==> src/rtl/strobe_reg_pkg.sv <==
package strobe_reg_pkg;

  localparam int MAX_FUNC = 2;
  localparam int MAX_GPIO = 3;

  localparam int PLAT_ADDR     = 'h10;
  localparam int FW_ADDR       = 'h11;
  localparam int FUNC_BASE     = 'h20;
  localparam int GPIO_EN_BASE  = 'h30;
  localparam int GPIO_DIR_BASE = 'h40;

  // strobes issued by the control half to the datapath half
  typedef struct packed {
    logic clearCmd;   // synchronized clear active
    logic cmdBit;     // take one command bit
    logic dataFirst;  // first data-phase rise
    logic dataBit;    // later data-phase rise
    logic commit;     // cycle after the last data bit
    logic bitIn;      // synchronized data-in value
  } ctl_strobes_t;

endpackage

==> src/rtl/strobe_reg_ctrl.sv <==
module strobe_reg_ctrl
  import strobe_reg_pkg::*;
#(
  parameter int ADDR_W      = 7,
  parameter int DATA_W      = 16,
  parameter int SYNC_STAGES = 2
) (
  input  logic         clk,
  input  logic         rstN,
  input  logic         clearN,
  input  logic         strobe,
  input  logic         dataIn,
  output ctl_strobes_t ctl
);

  localparam int CMD_W = ADDR_W + 1;
  localparam int TOTAL = CMD_W + DATA_W;
  localparam int CNT_W = $clog2(TOTAL + 1);

  logic [SYNC_STAGES-1:0] clrSync, stbSync, dinSync;
  logic                   stbPrev;
  logic [CNT_W-1:0]       bitCnt;
  logic                   commitQ;
  logic                   rise, clrAct;

  always_ff @(posedge clk or negedge rstN) begin
    if (!rstN) begin
      clrSync <= '1;
      stbSync <= '0;
      dinSync <= '0;
      stbPrev <= 1'b0;
    end else begin
      clrSync <= {clrSync[SYNC_STAGES-2:0], clearN};
      stbSync <= {stbSync[SYNC_STAGES-2:0], strobe};
      dinSync <= {dinSync[SYNC_STAGES-2:0], dataIn};
      stbPrev <= stbSync[SYNC_STAGES-1];
    end
  end

  assign rise   = stbSync[SYNC_STAGES-1] & ~stbPrev;
  assign clrAct = ~clrSync[SYNC_STAGES-1];

  // bit counter: 0..CMD_W-1 command, CMD_W..TOTAL-1 data, TOTAL = done
  always_ff @(posedge clk or negedge rstN) begin
    if (!rstN) begin
      bitCnt  <= '0;
      commitQ <= 1'b0;
    end else if (clrAct) begin
      bitCnt  <= '0;
      commitQ <= 1'b0;
    end else begin
      commitQ <= 1'b0;
      if (rise && bitCnt < CNT_W'(TOTAL)) begin
        bitCnt <= bitCnt + 1'b1;
        if (bitCnt == CNT_W'(TOTAL - 1)) commitQ <= 1'b1;
      end
    end
  end

  always_comb begin
    ctl           = '0;
    ctl.clearCmd  = clrAct;
    ctl.bitIn     = dinSync[SYNC_STAGES-1];
    ctl.commit    = commitQ;
    ctl.cmdBit    = rise & ~clrAct & (bitCnt < CNT_W'(CMD_W));
    ctl.dataFirst = rise & ~clrAct & (bitCnt == CNT_W'(CMD_W));
    ctl.dataBit   = rise & ~clrAct & (bitCnt > CNT_W'(CMD_W)) &
                    (bitCnt < CNT_W'(TOTAL));
  end

endmodule

==> src/rtl/strobe_reg_dpath.sv <==
module strobe_reg_dpath
  import strobe_reg_pkg::*;
#(
  parameter int                ADDR_W      = 7,
  parameter int                DATA_W      = 16,
  parameter bit                SMALL_MAP   = 1'b0,
  parameter logic [DATA_W-1:0] PLATFORM_ID = 16'h0001,
  parameter logic [DATA_W-1:0] FIRMWARE_ID = 16'h0000
) (
  input  logic                       clk,
  input  logic                       rstN,
  input  ctl_strobes_t               ctl,
  output logic                       dataOut,
  output logic [MAX_FUNC*DATA_W-1:0] funcEnOut,
  output logic [MAX_GPIO*DATA_W-1:0] gpioEnOut,
  output logic [MAX_GPIO*DATA_W-1:0] gpioDirOut
);

  localparam int CMD_W    = ADDR_W + 1;
  localparam int NUM_FUNC = SMALL_MAP ? 1 : MAX_FUNC;
  localparam int NUM_GPIO = SMALL_MAP ? 2 : MAX_GPIO;

  logic [CMD_W-1:0]  cmdReg;
  logic [DATA_W-1:0] wrSh, rdSh, rdWord;
  logic              dataOutQ;
  logic              isRead, wrEn;
  logic [ADDR_W-1:0] addr;

  assign isRead  = cmdReg[CMD_W-1];
  assign addr    = cmdReg[ADDR_W-1:0];
  assign wrEn    = ctl.commit & ~isRead;
  assign dataOut = dataOutQ;

  always_ff @(posedge clk or negedge rstN) begin
    if (!rstN) begin
      cmdReg   <= '0;
      wrSh     <= '0;
      rdSh     <= '0;
      dataOutQ <= 1'b0;
    end else if (ctl.clearCmd) begin
      cmdReg   <= '0;
      rdSh     <= '0;
      dataOutQ <= 1'b0;
    end else begin
      if (ctl.cmdBit) cmdReg <= {cmdReg[CMD_W-2:0], ctl.bitIn};
      if (ctl.dataFirst || ctl.dataBit) wrSh <= {wrSh[DATA_W-2:0], ctl.bitIn};
      if (ctl.dataFirst) begin
        if (isRead) {dataOutQ, rdSh} <= {rdWord, 1'b0};
        else        {dataOutQ, rdSh} <= '0;
      end else if (ctl.dataBit) begin
        {dataOutQ, rdSh} <= {rdSh, 1'b0};
      end
    end
  end

  for (genvar g = 0; g < MAX_FUNC; g++) begin : g_func
    if (g < NUM_FUNC) begin : g_impl
      logic [DATA_W-1:0] q;
      always_ff @(posedge clk or negedge rstN) begin
        if (!rstN) q <= '0;
        else if (wrEn && addr == ADDR_W'(FUNC_BASE + g)) q <= wrSh;
      end
      assign funcEnOut[g*DATA_W +: DATA_W] = q;
    end else begin : g_absent
      assign funcEnOut[g*DATA_W +: DATA_W] = '0;
    end
  end

  for (genvar g = 0; g < MAX_GPIO; g++) begin : g_gpio
    if (g < NUM_GPIO) begin : g_impl
      logic [DATA_W-1:0] enQ, dirQ;
      always_ff @(posedge clk or negedge rstN) begin
        if (!rstN) begin
          enQ  <= '0;
          dirQ <= '0;
        end else if (wrEn) begin
          if (addr == ADDR_W'(GPIO_EN_BASE + g))  enQ  <= wrSh;
          if (addr == ADDR_W'(GPIO_DIR_BASE + g)) dirQ <= wrSh;
        end
      end
      assign gpioEnOut[g*DATA_W +: DATA_W]  = enQ;
      assign gpioDirOut[g*DATA_W +: DATA_W] = dirQ;
    end else begin : g_absent
      assign gpioEnOut[g*DATA_W +: DATA_W]  = '0;
      assign gpioDirOut[g*DATA_W +: DATA_W] = '0;
    end
  end

  // read mux: absent slices are tied to zero, so they read back as 0
  always_comb begin
    rdWord = '0;
    if (addr == ADDR_W'(PLAT_ADDR)) rdWord = PLATFORM_ID;
    if (addr == ADDR_W'(FW_ADDR))   rdWord = FIRMWARE_ID;
    for (int i = 0; i < MAX_FUNC; i++)
      if (addr == ADDR_W'(FUNC_BASE + i)) rdWord = funcEnOut[i*DATA_W +: DATA_W];
    for (int i = 0; i < MAX_GPIO; i++) begin
      if (addr == ADDR_W'(GPIO_EN_BASE + i))  rdWord = gpioEnOut[i*DATA_W +: DATA_W];
      if (addr == ADDR_W'(GPIO_DIR_BASE + i)) rdWord = gpioDirOut[i*DATA_W +: DATA_W];
    end
  end

endmodule

==> src/rtl/strobe_reg_slave.sv <==
module strobe_reg_slave
  import strobe_reg_pkg::*;
#(
  parameter int                ADDR_W      = 7,
  parameter int                DATA_W      = 16,
  parameter int                SYNC_STAGES = 2,
  parameter bit                SMALL_MAP   = 1'b0,
  parameter logic [DATA_W-1:0] PLATFORM_ID = 16'h5A01,
  parameter logic [DATA_W-1:0] FIRMWARE_ID = 16'h7035
) (
  input  logic                       clk,
  input  logic                       rstN,
  input  logic                       clearN,
  input  logic                       strobe,
  input  logic                       dataIn,
  output logic                       dataOut,
  output logic [MAX_FUNC*DATA_W-1:0] funcEnOut,
  output logic [MAX_GPIO*DATA_W-1:0] gpioEnOut,
  output logic [MAX_GPIO*DATA_W-1:0] gpioDirOut
);

  ctl_strobes_t ctlBus;

  strobe_reg_ctrl #(
    .ADDR_W(ADDR_W), .DATA_W(DATA_W), .SYNC_STAGES(SYNC_STAGES)
  ) u_ctrl (
    .clk(clk), .rstN(rstN), .clearN(clearN), .strobe(strobe),
    .dataIn(dataIn), .ctl(ctlBus)
  );

  strobe_reg_dpath #(
    .ADDR_W(ADDR_W), .DATA_W(DATA_W), .SMALL_MAP(SMALL_MAP),
    .PLATFORM_ID(PLATFORM_ID), .FIRMWARE_ID(FIRMWARE_ID)
  ) u_dpath (
    .clk(clk), .rstN(rstN), .ctl(ctlBus), .dataOut(dataOut),
    .funcEnOut(funcEnOut), .gpioEnOut(gpioEnOut), .gpioDirOut(gpioDirOut)
  );

endmodule

==> config.mk <==
export PLATFORM = sky130hd
export DESIGN_NAME = strobe_reg_slave
export DESIGN_NICKNAME = d
export VERILOG_FILES = /design/src/rtl/strobe_reg_pkg.sv /design/src/rtl/strobe_reg_ctrl.sv /design/src/rtl/strobe_reg_dpath.sv /design/src/rtl/strobe_reg_slave.sv
export SDC_FILE = /design/constraint.sdc
export NUM_CORES = 1
export LEC_CHECK = 0
export BUFFER_PORTS_ARGS = -buffer_cell sky130_fd_sc_hd__buf_4
export CELL_PAD_IN_SITES_DETAIL_PLACEMENT = 1
export CELL_PAD_IN_SITES_GLOBAL_PLACEMENT = 1
export CORE_MARGIN = 2
export CORE_UTILIZATION = 45
export CTS_CLUSTER_DIAMETER = 60
export DETAILED_ROUTE_END_ITERATION = 16
export GPL_ROUTABILITY_DRIVEN = 0
export PLACE_DENSITY_LB_ADDON = 0.1
export RECOVER_POWER = 50
export SLEW_MARGIN = 20
export SYNTH_ARGS = -nofsm -noshare
export SYNTH_HDL_FRONTEND = slang
export SYNTH_SLANG_ARGS = --single-unit
==> constraint.sdc <==
create_clock -name clk -period 2.85 [get_ports clk]
set_input_delay 0.57 -clock clk [delete_from_list [all_inputs] [get_ports clk]]
set_output_delay 0.57 -clock clk [all_outputs]
set_load 0.01 [all_outputs]
# Word-level counts from Yosys, hierarchy flattened
# Index checks and enable logic that the tools add are counted.
[word_totals] regBits=182 output_inout_bits=129
[classes] add_sub_neg=1 magnitude_cmp=3 eq_ne=15 n_mux=25 bitwise_logic=9 n_reduce_logical=11
[ops] cell="2-to-1 mux 16 bit" count=12
[ops] cell="equality test 7 x 6 -> 1 bit (second input constant)" count=5
[ops] cell="2-to-1 mux 15 bit" count=2
[ops] cell="equality test 7 bit (second input constant)" count=3
[ops] cell="2-to-1 mux 8 bit" count=2
[ops] cell="equality test 7 x 5 -> 1 bit (second input constant)" count=2
[ops] cell="AND reduction 2 bit" count=7
[ops] cell="2-to-1 mux 5 bit" count=2
[ops] cell="AND 1 bit" count=7
[ops] cell="2-to-1 mux 1 bit" count=7
[ops] cell="adder 5 x 1 -> 5 bit (second input constant)" count=1
[ops] cell="equality test 5 x 4 -> 1 bit (second input constant)" count=1
[ops] cell="equality test 5 bit (second input constant)" count=1
[ops] cell="> comparator 5 x 4 -> 1 bit (second input constant)" count=1
[ops] cell="less-than comparator 5 x 4 -> 1 bit (second input constant)" count=1
[ops] cell="less-than comparator 5 bit (second input constant)" count=1
[ops] cell="!= test 2 bit (second input constant)" count=2
[ops] cell="logical AND 1 bit" count=3
[ops] cell="!= test 3 x 1 -> 1 bit (second input constant)" count=1
[ops] cell="NOT 1 bit" count=2
[ops] cell="logical OR 1 bit" count=1

# Longest topological paths before layout
# Gate-level depths: netlist of run 1.
[logic_depth] word_depth=14 ltp_mapped=9 ltp_nobuf=7

# Hierarchy
# From an unflattened synthesis of run 1, not the netlist that was laid out.
[hier_totals] cells_unflattened=670 area_unflattened_um2=8612.0
[modules_own_cells] mod="strobe_reg_dpath" n_inst=1 cells_each=621 area_per_inst_um2=8050.2 seq_area_each_um2=4204.0
[modules_own_cells] mod="strobe_reg_ctrl" n_inst=1 cells_each=49 area_per_inst_um2=561.8 seq_area_each_um2=327.8

# Worst setup path before layout of run 1
# No wires, ideal clock.
[synth_timing] kind="reg2reg" from="register u_dpath.cmdReg[2]" to="register u_dpath.g_func[0].g_impl.q[10]" setup_ns=0.125 arrival_ns=2.132 slack_ns=0.593 stages_incl_launch_ff=8 synth_period_minus_slack_ns=2.257 cell_sequence="dfrtp_1 > buf_6 > or4_4 > or3_4 > nor3b_2 > buf_6 > buf_12 > mux2_4"
[synth_between] elab_chain_cells=2
[synth_rtl] item="from (decl)" line_no="strobe_reg_dpath.sv:23" source="logic [CMD_W-1:0] cmdReg;"
[synth_rtl] item="from (signal assigned)" line_no="strobe_reg_dpath.sv:45" source="if (ctl.cmdBit) cmdReg <= {cmdReg[CMD_W-2:0], ctl.bitIn};"
[synth_rtl] item="equality test 7 x 6 -> 1 bit" line_no="strobe_reg_dpath.sv:61" source="else if (wrEn && addr == ADDR_W'(FUNC_BASE + g)) q <= wrSh;"
[synth_rtl] item="logical AND 1 bit" line_no="strobe_reg_dpath.sv:61"
[synth_rtl] item="to (signal assigned)" line_no="strobe_reg_dpath.sv:61"
[synth_rtl] item="to (decl)" line_no="strobe_reg_dpath.sv:58" source="logic [DATA_W-1:0] q;"
# No other way between the ends.
# A chain may end at the register's enable or synchronous reset.

# Final worst setup path of run 1
[layout_timing] from="register u_dpath.cmdReg[2]" to="register u_dpath.g_func[0].g_impl.q[3]"
# The elaborated chain is that of the path after synthesis.

==> results.sh, run 1 <==
export IMPL_fin_skew_ns=0.00913
export IMPL_start_kind="register"
export IMPL_synth_most_common_cell="dfrtp_1"
export IMPL_seq_area_frac_synth_pct=55.0
export IMPL_drtIter0Drc=445
export IMPL_h_tree_depth=4
export IMPL_dieHeight_um=139
export IMPL_synth_seq_cells=181
export IMPL_io_buffers=133
export IMPL_synth_top_area_cell="dfrtp_1"
export IMPL_via_per_inst=5.94
export IMPL_fin_crit_sh_pct=88.4
export IMPL_fin_area_mm2=0.00986
export IMPL_rsz0062_at_grt="false"
export IMPL_finalSetupViolations=0
export IMPL_drc_errors=0
export IMPL_hold_violations=0
export IMPL_min_period_ns=2.52
export IMPL_first_pass_iters=5
export IMPL_cts_num_sinks=181
export IMPL_synth_top_area_share_pct=54.3
export IMPL_wl_per_cell_um=24.4
export IMPL_nFillCells=1895
export IMPL_synthDistinctLibCells=59
export IMPL_vdd_ir_drop_max_v=0.000399
export IMPL_initial_core_util_pct=45.9
export IMPL_placementRows=49
export IMPL_via_count=6174
export IMPL_dp_hpwl_mm=18.0
export IMPL_final_nets=804
export IMPL_pin_count=134
export IMPL_dp_cells=1007
export IMPL_r2r_slack_ns=0.33
export IMPL_reg2reg_to="u_dpath.g_func[0].g_impl.q[3]$_DFFE_PN0P_"
export IMPL_clk_latency_ns=0.43
export IMPL_grt_pass1_wl_mm=39.8
export IMPL_hold_buffers=0
export IMPL_critPathMaxFanout=18
export IMPL_fin_util_pct=54.9
export IMPL_cts_resized=0
export IMPL_synthTopCellsByArea="dfrtp_1, mux2_2, o21ai_0, a22oi_1, a21oi_1"
export IMPL_relSlewSlack_pct=-0.122
export IMPL_ys_flop_type="dfrtp_1"
export IMPL_cts_tree="built"
export IMPL_ys_warn_count=0
export IMPL_antenna_found_initial=0
export IMPL_tightest_slew_ns=1.50
export IMPL_endpoint_kind="register"
export IMPL_r2r_start="u_dpath.cmdReg[2]$_DFFE_PN0P_"
export IMPL_crit_end="u_dpath.g_func[0].g_impl.q[3]$_DFFE_PN0P_"
export IMPL_coreArea_mm2=0.0180
export IMPL_n_antenna_cell=0
export IMPL_setup_tns_ns=0
export IMPL_clock_fmax_mhz=397
export IMPL_r2r_cells=5
export IMPL_cts_buffers=17
export IMPL_grt_start_max_net_pins=58
export IMPL_finalMaxSlewViolations=56
export IMPL_dieArea_mm2=0.0194
export IMPL_grt_use_total_pct=26.6
export IMPL_clk_path_buf_depth=2
export IMPL_maxCapViolCount=1
export IMPL_totalWireLength_mm=25.4
export IMPL_synth_area_mm2=0.00825
export IMPL_areaGrowthSynthToFinish_pct=19.5
export IMPL_netlist_instances=677
export IMPL_async_reset_ff_share_pct=100
export IMPL_synth_edf_count=0
export IMPL_post_cts_setup_buffers=0
export IMPL_ant_nets=0
export IMPL_crit_start="u_dpath.cmdReg[2]$_DFFE_PN0P_"
export IMPL_placed_cell_area_mm2=0.00949
export IMPL_critPathKind="register to register"
export IMPL_avgSynthCellArea_um2=12.2
export IMPL_cts_clk_slew_worst_paths_ns=0.07
export IMPL_run_status="finished, violations left"
export IMPL_grt_pass1_vias=6559
export IMPL_hold_path_class="input pin to register"
export IMPL_power_leakage_nw=4.67
export IMPL_final_cell_count_no_fill=1039
export IMPL_whs_ns=0.242
export IMPL_required_ns=3.17
export IMPL_fp_dieW_um=139
export IMPL_syn_nets=684
export IMPL_grt_remaining_overflow=0
export IMPL_cp_data_arrival_time_ns=2.84
export IMPL_power_density_mw_per_mm2=511
export IMPL_root_buffer="clkbuf_16"
export IMPL_violations="max-capacitance violations, max-slew violations"
export IMPL_drive_gt1_share_pct=36.2
export IMPL_synthTopCellsByCount="dfrtp_1, mux2_2, o21ai_0"
-- layer usage --
metal / track usage (%) / vias to the layer above / share of wire (%)
li1: - / 2713 / -
met1: 36.4 / 3256 / 44
met5: 0 / - / 0
met4: 7.23 / 0 / 1.9
met2: 44.3 / 174 / 50
met3: 3.99 / 31 / 4.0
-- power breakdown --
part / switching [mW] / internal (mW)
logic: 0.0953 / 0.0283
registers: 0.00960 / 2.58
clock network: 1.01 / 1.32
total: 1.12 / 3.92
-- sequential cells by signal, indices dropped and copies added, names as in the netlist --
signal	count
u_dpath.g_gpio.g_impl.enQ	48
u_dpath.cmdReg	8
u_ctrl.clrSync	2
u_dpath.dataOut	1
u_ctrl.stbSync	2
u_ctrl.stbPrev	1
u_ctrl.bitCnt	5
u_dpath.rdSh	15
u_ctrl.commitQ	1
u_ctrl.dinSync	2
u_dpath.wrSh	16
u_dpath.g_gpio.g_impl.dirQ	48
u_dpath.g_func.g_impl.q	32
-- cell families after synthesis --
| family | after synthesis | share of synthesized area (%) |
|---|---|---|
| AOI/OAI and AO/OA | 167 | 12.5 |
| xor gates and xnor gates | 5 | 0.531 |
| adders and majority gates | 2 | 0.303 |
| buffers and inverters | 67 | 3.73 |
| DFF | 181 | 55.0 |
| muxes | 152 | 20.9 |
| and+or+nand+nor | 103 | 7.12 |
-- worst max-delay path, stage by stage, from the launching register on --
cell     delay, ns
dfrtp_1       0.49
or4_4         0.67
or3_4         0.39
nor3b_2       0.19
buf_4         0.30
mux2_2        0.38
-- through the flow --
stage / setup slack (ns) / power (mW)
after floorplan: 0.593 / 2.68
after global placement: 0.421 / 2.76
after detailed placement: 0.341 / 2.77
after CTS: 0.319 / 5.08
after global routing: 0.197 / 5.21
final: 0.331 / 5.04
-- worst min-delay path by stage --
stage	start	end	slack [ns]	cells past startpoint
after floorplan	rstN	u_ctrl.bitCnt[0]$_DFFE_PN0P_	0.27	0
after global placement	u_ctrl.stbSync[0]$_DFF_PN0_	u_ctrl.stbSync[1]$_DFF_PN0_	0.33	0
after detailed placement	u_ctrl.dinSync[0]$_DFF_PN0_	u_ctrl.dinSync[1]$_DFF_PN0_	0.34	0
after CTS	rstN	u_dpath.g_gpio[2].g_impl.dirQ[3]$_DFFE_PN0P_	0.13	1
after global routing	clearN	u_ctrl.clrSync[0]$_DFF_PN1_	0.23	1
final	clearN	u_ctrl.clrSync[0]$_DFF_PN1_	0.24	1
-- layout by cell type, fill, tap and decap left out, types with 5 or more instances in the layout --
cell	n
a21oi_1	29
mux2_4	6
a221oi_1	9
dfrtp_1	179
nor2_1	9
o22ai_1	16
nand2_1	35
mux2i_1	10
inv_1	8
clkbuf_16	17
clkbuf_1	55
buf_4	101
o21ai_0	62
nor3_1	13
nor2b_1	11
mux2_2	136
or3_1	5
a22oi_1	27
clkinvlp_4	6
-- layout make-up --
type	instances	area, µm²	share of cell area, %
sequential	181	4530	46.0
tap	229	287	2.91
multi-input combinational	429	3420	34.7
inverter	8	30.0	0.305
clock inverter	11	128	1.29
clock buffer	21	450	4.57
timing repair buffer	160	1010	10.3
(Power assumes the default switching activity.)
==> run 2, diff against run 1 <==
Settings changed: PLACE_DENSITY set to 0.84, PLACE_DENSITY_LB_ADDON 0.1 to not set.
==> run 2 against run 1 <==
Against the previous run: the flow still finishes with violations (max-capacitance violations, max-slew violations); maximum frequency hardly changed; non-clock buffer count is 1 lower; worst hold slack better by 0.00097 ns; global-route usage is 1.5 points higher; critical path depth stayed put; final area is 0.52% higher; wire length is 5.9% higher; core utilization is 0.29 points higher; sequential power hardly changed; sequential share of layout area is 0.24 points lower; largest power group is now the clock network.
==> results.sh, run 2 (synthesis gave the netlist of run 1 again) <==
export IMPL_fp_dieW_um=139
export IMPL_drc_errors=0
export IMPL_antenna_found_initial=0
export IMPL_final_cell_mix="dfrtp_1, mux2_2, buf_4"
export IMPL_clk_path_buf_depth=2
export IMPL_h_tree_depth=4
export IMPL_relSlewSlack_pct=-8.24
export IMPL_hold_violations=0
export IMPL_critPathKind="register to register"
export IMPL_via_count=6404
export IMPL_io_buffers=133
export IMPL_required_ns=3.17
export IMPL_internal_power_mw=4.13
export IMPL_finalMaxSlewViolations=62
export IMPL_fin_crit_sh_pct=88.4
export IMPL_grt_start_max_net_pins=62
export IMPL_cts_clk_slew_worst_paths_ns=0.07
export IMPL_violations="max-capacitance violations, max-slew violations"
export IMPL_wl_met3_mm=1.53
export IMPL_endpoint_kind="register"
export IMPL_crit_chain="or4_4 -> or3_4 -> nor3b_2 -> buf_4 -> mux2_2"
export IMPL_cts_tree="built"
export IMPL_pwr_share_clk_pct=48.9
export IMPL_areaGrowthSynthToFinish_pct=20.1
export IMPL_p_seq_share_pct=48.8
export IMPL_grt_remaining_overflow=0
export IMPL_dieArea_mm2=0.0194
export IMPL_clk_latency_ns=0.44
export IMPL_post_cts_setup_buffers=0
export IMPL_cts_num_sinks=181
export IMPL_critPathTopFamily="simple AND/OR/NAND/NOR gates"
export IMPL_hold_buffers=0
export IMPL_max_stage_delay_ns=0.66
export IMPL_hold_path_class="input pin to register"
export IMPL_dieHeight_um=139
export IMPL_wl_per_cell_um=25.9
export IMPL_grt_pass1_vias=6876
export IMPL_initial_core_util_pct=45.9
export IMPL_dp_hpwl_mm=18.4
export IMPL_start_kind="register"
export IMPL_fin_skew_ns=0.00914
export IMPL_power_frac_comb_pct=2.3
export IMPL_pin_count=134
export IMPL_drive_gt1_share_pct=36.2
export IMPL_total_power_mw=5.29
export IMPL_cts_buffers=17
export IMPL_power_leakage_nw=4.70
export IMPL_finalSetupViolations=0
export IMPL_totalWireLength_mm=26.9
export IMPL_nFillCells=1863
export IMPL_n_antenna_cell=0
export IMPL_dr_wl_met2_mm=13.3
export IMPL_run_status="finished, violations left"
export IMPL_layout_commonest_cell="dfrtp_1"
export IMPL_maxCapViolCount=1
export IMPL_wl_met1_mm=10.9
export IMPL_cpMaxStageDelayCell="or4_4"
export IMPL_cts_resized=0
export IMPL_ant_nets=0
export IMPL_setup_tns_ns=0
export IMPL_root_buffer="clkbuf_16"
export IMPL_reg_largest_list="u_dpath.g_gpio.g_impl.dirQ: 48 flops, u_dpath.g_gpio.g_impl.enQ: 48 flops, u_dpath.g_func.g_impl.q: 32 flops"
export IMPL_cp_num_buf_inv=1
export IMPL_clock_fmax_mhz=397
export IMPL_routed_top_layer="met4"
export IMPL_sw_frac_of_total_pct=21.9
export IMPL_tightest_slew_ns=1.62
export IMPL_power_density_mw_per_mm2=534
export IMPL_cp_data_arrival_time_ns=2.84
export IMPL_first_pass_iters=5
export IMPL_final_nets=803
export IMPL_grt_pass1_wl_mm=41.7
export IMPL_vdd_ir_drop_max_v=0.000421
export IMPL_min_period_ns=2.52
export IMPL_via_per_inst=6.17
export IMPL_p_switching_mw=1.16
export IMPL_coreArea_mm2=0.0180
export IMPL_critPathMaxFanout=12
export IMPL_placementRows=49
export IMPL_rsz0062_at_grt="false"
export IMPL_drtIter0Drc=694
export IMPL_grt_use_total_pct=28.1
run 2: power by group through the flow:
stage / registers [mW] / logic, mW / clock network [mW]
after floorplan: 2.63 / 0.0469 / 0
after global placement: 2.63 / 0.123 / 0
after detailed placement: 2.63 / 0.130 / 0
after CTS: 2.58 / 0.131 / 2.60
after global routing: 2.58 / 0.140 / 2.71
final: 2.58 / 0.123 / 2.59
run 2: path summary, 6_finish.rpt:
kind | cells after the start | slack, ns | endpoint | from
setup / recovery | 5 | 0.33 | u_dpath.g_func[0].g_impl.q[3]$_DFFE_PN0P_ | u_dpath.cmdReg[2]$_DFFE_PN0P_
hold / removal | 1 | 0.24 | u_ctrl.clrSync[0]$_DFF_PN1_ | clearN
setup reg to reg | 5 | 0.33 | u_dpath.g_func[0].g_impl.q[3]$_DFFE_PN0P_ | u_dpath.cmdReg[2]$_DFFE_PN0P_
hold reg to reg | 0 | 0.36 | u_ctrl.clrSync[1]$_DFF_PN1_ | u_ctrl.clrSync[0]$_DFF_PN1_
max in group asynchronous | 2 | 0.65 | u_dpath.g_gpio[2].g_impl.enQ[11]$_DFFE_PN0P_ | rstN
min in group asynchronous | 1 | 0.54 | u_dpath.g_func[1].g_impl.q[12]$_DFFE_PN0P_ | rstN
run 2: metal layers:
layer	track usage (%)	up-vias
met1	36.2	3314
li1	-	2715
met2	46.7	308
met3	4.71	67
met5	0	-
met4	12.6	0
run 2: layout make-up:
cell class,instances,area [µm²],area share (%)
clock buffer,19,453,4.57
clock inverter,13,195,1.97
inverter,8,30.0,0.303
multi-input combinational,429,3420,34.5
sequential,181,4530,45.7
tap,229,287,2.89
timing repair buffer,159,992,10.0
run 2: metrics by stage:
stage / instance area, µm² / hold WS [ns] / std cells / setup WS (ns) / util, %
detailed placement: 9490 / 0.345 / 1006 / 0.382 / 52.8
global placement: 9490 / 0.334 / 1006 / 0.423 / 52.8
floorplan: 8250 / 0.274 / 677 / 0.593 / -
finish: 9910 / 0.243 / 1038 / 0.330 / 55.2
CTS: 10100 / 0.145 / 1038 / 0.333 / 56.4
global route: 9910 / 0.230 / 1038 / 0.240 / 55.2
==> run 3, diff against run 2 <==
Settings changed: CORE_UTILIZATION 45 to 46, PLACE_DENSITY 0.84 to 0.85, SYNTH_HIERARCHICAL set to 1.
==> run 3 against run 2 <==
Against the previous run: maximum frequency shrank 6.8%; clock-buffer cell count is 1 lower; synthesized area increased by 4.4%; sequential power hardly changed; via count is 1.6% higher; die area up 2.1%; the run still ends with max-capacitance violations, max-slew violations left.
==> results.sh, run 3 <==
export IMPL_cts_num_sinks=181
export IMPL_hold_buffers=0
export IMPL_endpoint_kind="register"
export IMPL_vdd_ir_drop_max_v=0.000417
export IMPL_clk_path_buf_depth=2
export IMPL_crit_end="u_dpath/rdSh[8]$_DFFE_PN0P_"
export IMPL_synth_edf_count=0
export IMPL_drtIter0Drc=507
export IMPL_synthDistinctLibCells=71
export IMPL_clock_fmax_mhz=370
export IMPL_cp_data_arrival_time_ns=3.03
export IMPL_r2r_cells=5
export IMPL_totalWireLength_mm=27.6
export IMPL_critPathTopFamily="simple AND/OR/NAND/NOR gates"
export IMPL_crit_start="u_dpath/cmdReg[3]$_DFFE_PN0P_"
export IMPL_grt_pass1_wl_mm=42.8
export IMPL_cts_resized=0
export IMPL_hold_path_class="input pin to register"
export IMPL_wl_per_cell_um=26.7
export IMPL_tightest_slew_ns=2.24
export IMPL_min_period_ns=2.70
export IMPL_cts_clk_slew_worst_paths_ns=0.08
export IMPL_post_cts_setup_buffers=0
export IMPL_antenna_found_initial=2
export IMPL_synth_top_area_share_pct=52.0
export IMPL_synth_seq_cells=181
export IMPL_final_nets=791
export IMPL_layout_commonest_cell="dfrtp_1"
export IMPL_dp_hpwl_mm=18.8
export IMPL_grt_start_max_net_pins=61
export IMPL_grt_use_total_pct=28.5
export IMPL_final_cell_mix="dfrtp_1, mux2_2, buf_4"
export IMPL_critPathKind="register to register"
export IMPL_cts_tree="built"
export IMPL_avgSynthCellArea_um2=12.9
export IMPL_drive_gt1_share_pct=39.1
export IMPL_ys_warn_count=6
export IMPL_dieHeight_um=141
export IMPL_async_reset_ff_share_pct=100
export IMPL_run_status="finished, violations left"
export IMPL_max_stage_delay_ns=0.65
export IMPL_finalSetupViolations=0
export IMPL_cp_depth=5
export IMPL_hold_violations=0
export IMPL_critPathMaxFanout=10
export IMPL_crit_chain="nor4b_2 -> nand2_1 -> a22oi_4 -> a21oi_1 -> o31ai_1"
export IMPL_syn_nets=677
export IMPL_synth_top_area_cell="dfrtp_1"
export IMPL_synthTopCellsByArea="dfrtp_1, mux2_2, mux2i_1, mux2_4, o22ai_1"
export IMPL_synth_area_mm2=0.00861
export IMPL_r2r_slack_ns=0.15
export IMPL_reg_largest_list="u_dpath/g_gpio.g_impl.dirQ: 48 flops, u_dpath/g_gpio.g_impl.enQ: 48 flops, u_dpath/g_func.g_impl.q: 32 flops"
export IMPL_fin_util_pct=54.7
export IMPL_netlist_instances=670
export IMPL_r2r_start="u_dpath/cmdReg[3]$_DFFE_PN0P_"
export IMPL_placed_cell_area_mm2=0.00977
export IMPL_io_buffers=133
export IMPL_fin_crit_sh_pct=94.9
export IMPL_cpMaxStageDelayCell="nor4b_2"
export IMPL_root_buffer="clkbuf_16"
export IMPL_dieArea_mm2=0.0198
export IMPL_h_tree_depth=4
export IMPL_fin_skew_ns=0.0130
export IMPL_cp_num_buf_inv=0
export IMPL_cts_buffers=17
export IMPL_relSlewSlack_pct=-49.2
export IMPL_placementRows=50
export IMPL_power_leakage_nw=4.89
export IMPL_grt_remaining_overflow=0
export IMPL_grt_pass1_vias=7012
export IMPL_synth_most_common_cell="dfrtp_1"
export IMPL_via_per_inst=6.31
export IMPL_drc_errors=0
export IMPL_fp_dieW_um=141
export IMPL_total_power_mw=4.97
export IMPL_pin_count=134
export IMPL_setup_tns_ns=0
export IMPL_first_pass_iters=5
export IMPL_maxCapViolCount=1
export IMPL_clk_latency_ns=0.45
export IMPL_start_kind="register"
export IMPL_areaGrowthSynthToFinish_pct=17.7
export IMPL_required_ns=3.18
export IMPL_ant_nets=0
export IMPL_rsz0062_at_grt="false"
export IMPL_ys_flop_type="dfrtp_1"
export IMPL_synthTopCellsByCount="dfrtp_1, mux2_2, mux2i_1"
export IMPL_via_count=6509
export IMPL_violations="max-capacitance violations, max-slew violations"
export IMPL_finalMaxSlewViolations=45
export IMPL_reg2reg_to="u_dpath/rdSh[8]$_DFFE_PN0P_"
export IMPL_fin_area_mm2=0.0101
export IMPL_nFillCells=1899
export IMPL_seq_area_frac_synth_pct=52.6
export IMPL_coreArea_mm2=0.0185
export IMPL_initial_core_util_pct=46.5
export IMPL_power_density_mw_per_mm2=490
[run 3: cell type report]
class | count | area, µm² | share of cell area [%]
Timing Repair Buffer | 153 | 983 | 9.71
Sequential cell | 181 | 4530 | 44.7
Multi-Input combinational cell | 427 | 3750 | 37.0
Inverter | 4 | 15.0 | 0.148
Clock buffer | 18 | 439 | 4.33
Clock inverter | 14 | 116 | 1.15
Antenna cell | 1 | 2.50 | 0.0247
Tap cell | 234 | 293 | 2.89
[run 3: cell families (layout without fill, tap and decap cells)]
family          count (synthesis)  in the layout  share of synthesized area, %
xor+xnor                        1              1                         0.102
compound gates                136            136                          10.8
mux                           181            181                          24.1
other cells                     0              1                             0
buf+inv                        62            189                          3.88
flops                         181            181                          52.6
simple gates                  107            107                          8.22
fa+ha+maj                       2              2                         0.291
[run 3: power breakdown]
| group | internal, mW | switching [mW] | total [mW] | leakage, nW |
|---|---|---|---|---|
| Combinational | 0.0258 | 0.0875 | 0.113 | 2.11 |
| Clock | 1.17 | 1.11 | 2.27 | 0.269 |
| Sequential | 2.57 | 0.00601 | 2.58 | 2.51 |
[run 3: layer usage]
metal / global-route usage [%] / share of wire, % / up-vias / routed length, µm
met5: 0 / 0.025 / - / 7
met4: 11.6 / 2.8 / 2 / 768
met3: 4.89 / 6.2 / 70 / 1710
met2: 46.4 / 49 / 278 / 13500
met1: 38.2 / 42 / 3428 / 11600
li1: - / - / 2731 / -
[run 3: how the worst min path moves through the flow]
stage	startpoint	end	slack, ns	cells past startpoint
floorplan	rstN	u_ctrl/bitCnt[0]$_DFFE_PN0P_	0.27	0
finish	clearN	u_ctrl/clrSync[0]$_DFF_PN1_	0.24	1
CTS	rstN	u_dpath/g_gpio[2].g_impl.dirQ[6]$_DFFE_PN0P_	0.06	1
global placement	u_ctrl/stbSync[0]$_DFF_PN0_	u_ctrl/stbSync[1]$_DFF_PN0_	0.34	0
global route	clearN	u_ctrl/clrSync[0]$_DFF_PN1_	0.23	1
detailed placement	u_ctrl/dinSync[0]$_DFF_PN0_	u_ctrl/dinSync[1]$_DFF_PN0_	0.34	0
[run 3: per-stage QoR]
| step | std cells | hold slack (ns) | setup WS (ns) |
|---|---|---|---|
| after floorplan | 670 | 0.274 | 0.525 |
| after global routing | 1031 | 0.231 | 0.0905 |
| after CTS | 1031 | 0.0591 | 0.261 |
| final | 1032 | 0.240 | 0.145 |
| after global placement | 999 | 0.337 | 0.444 |
| after detailed placement | 999 | 0.336 | 0.352 |
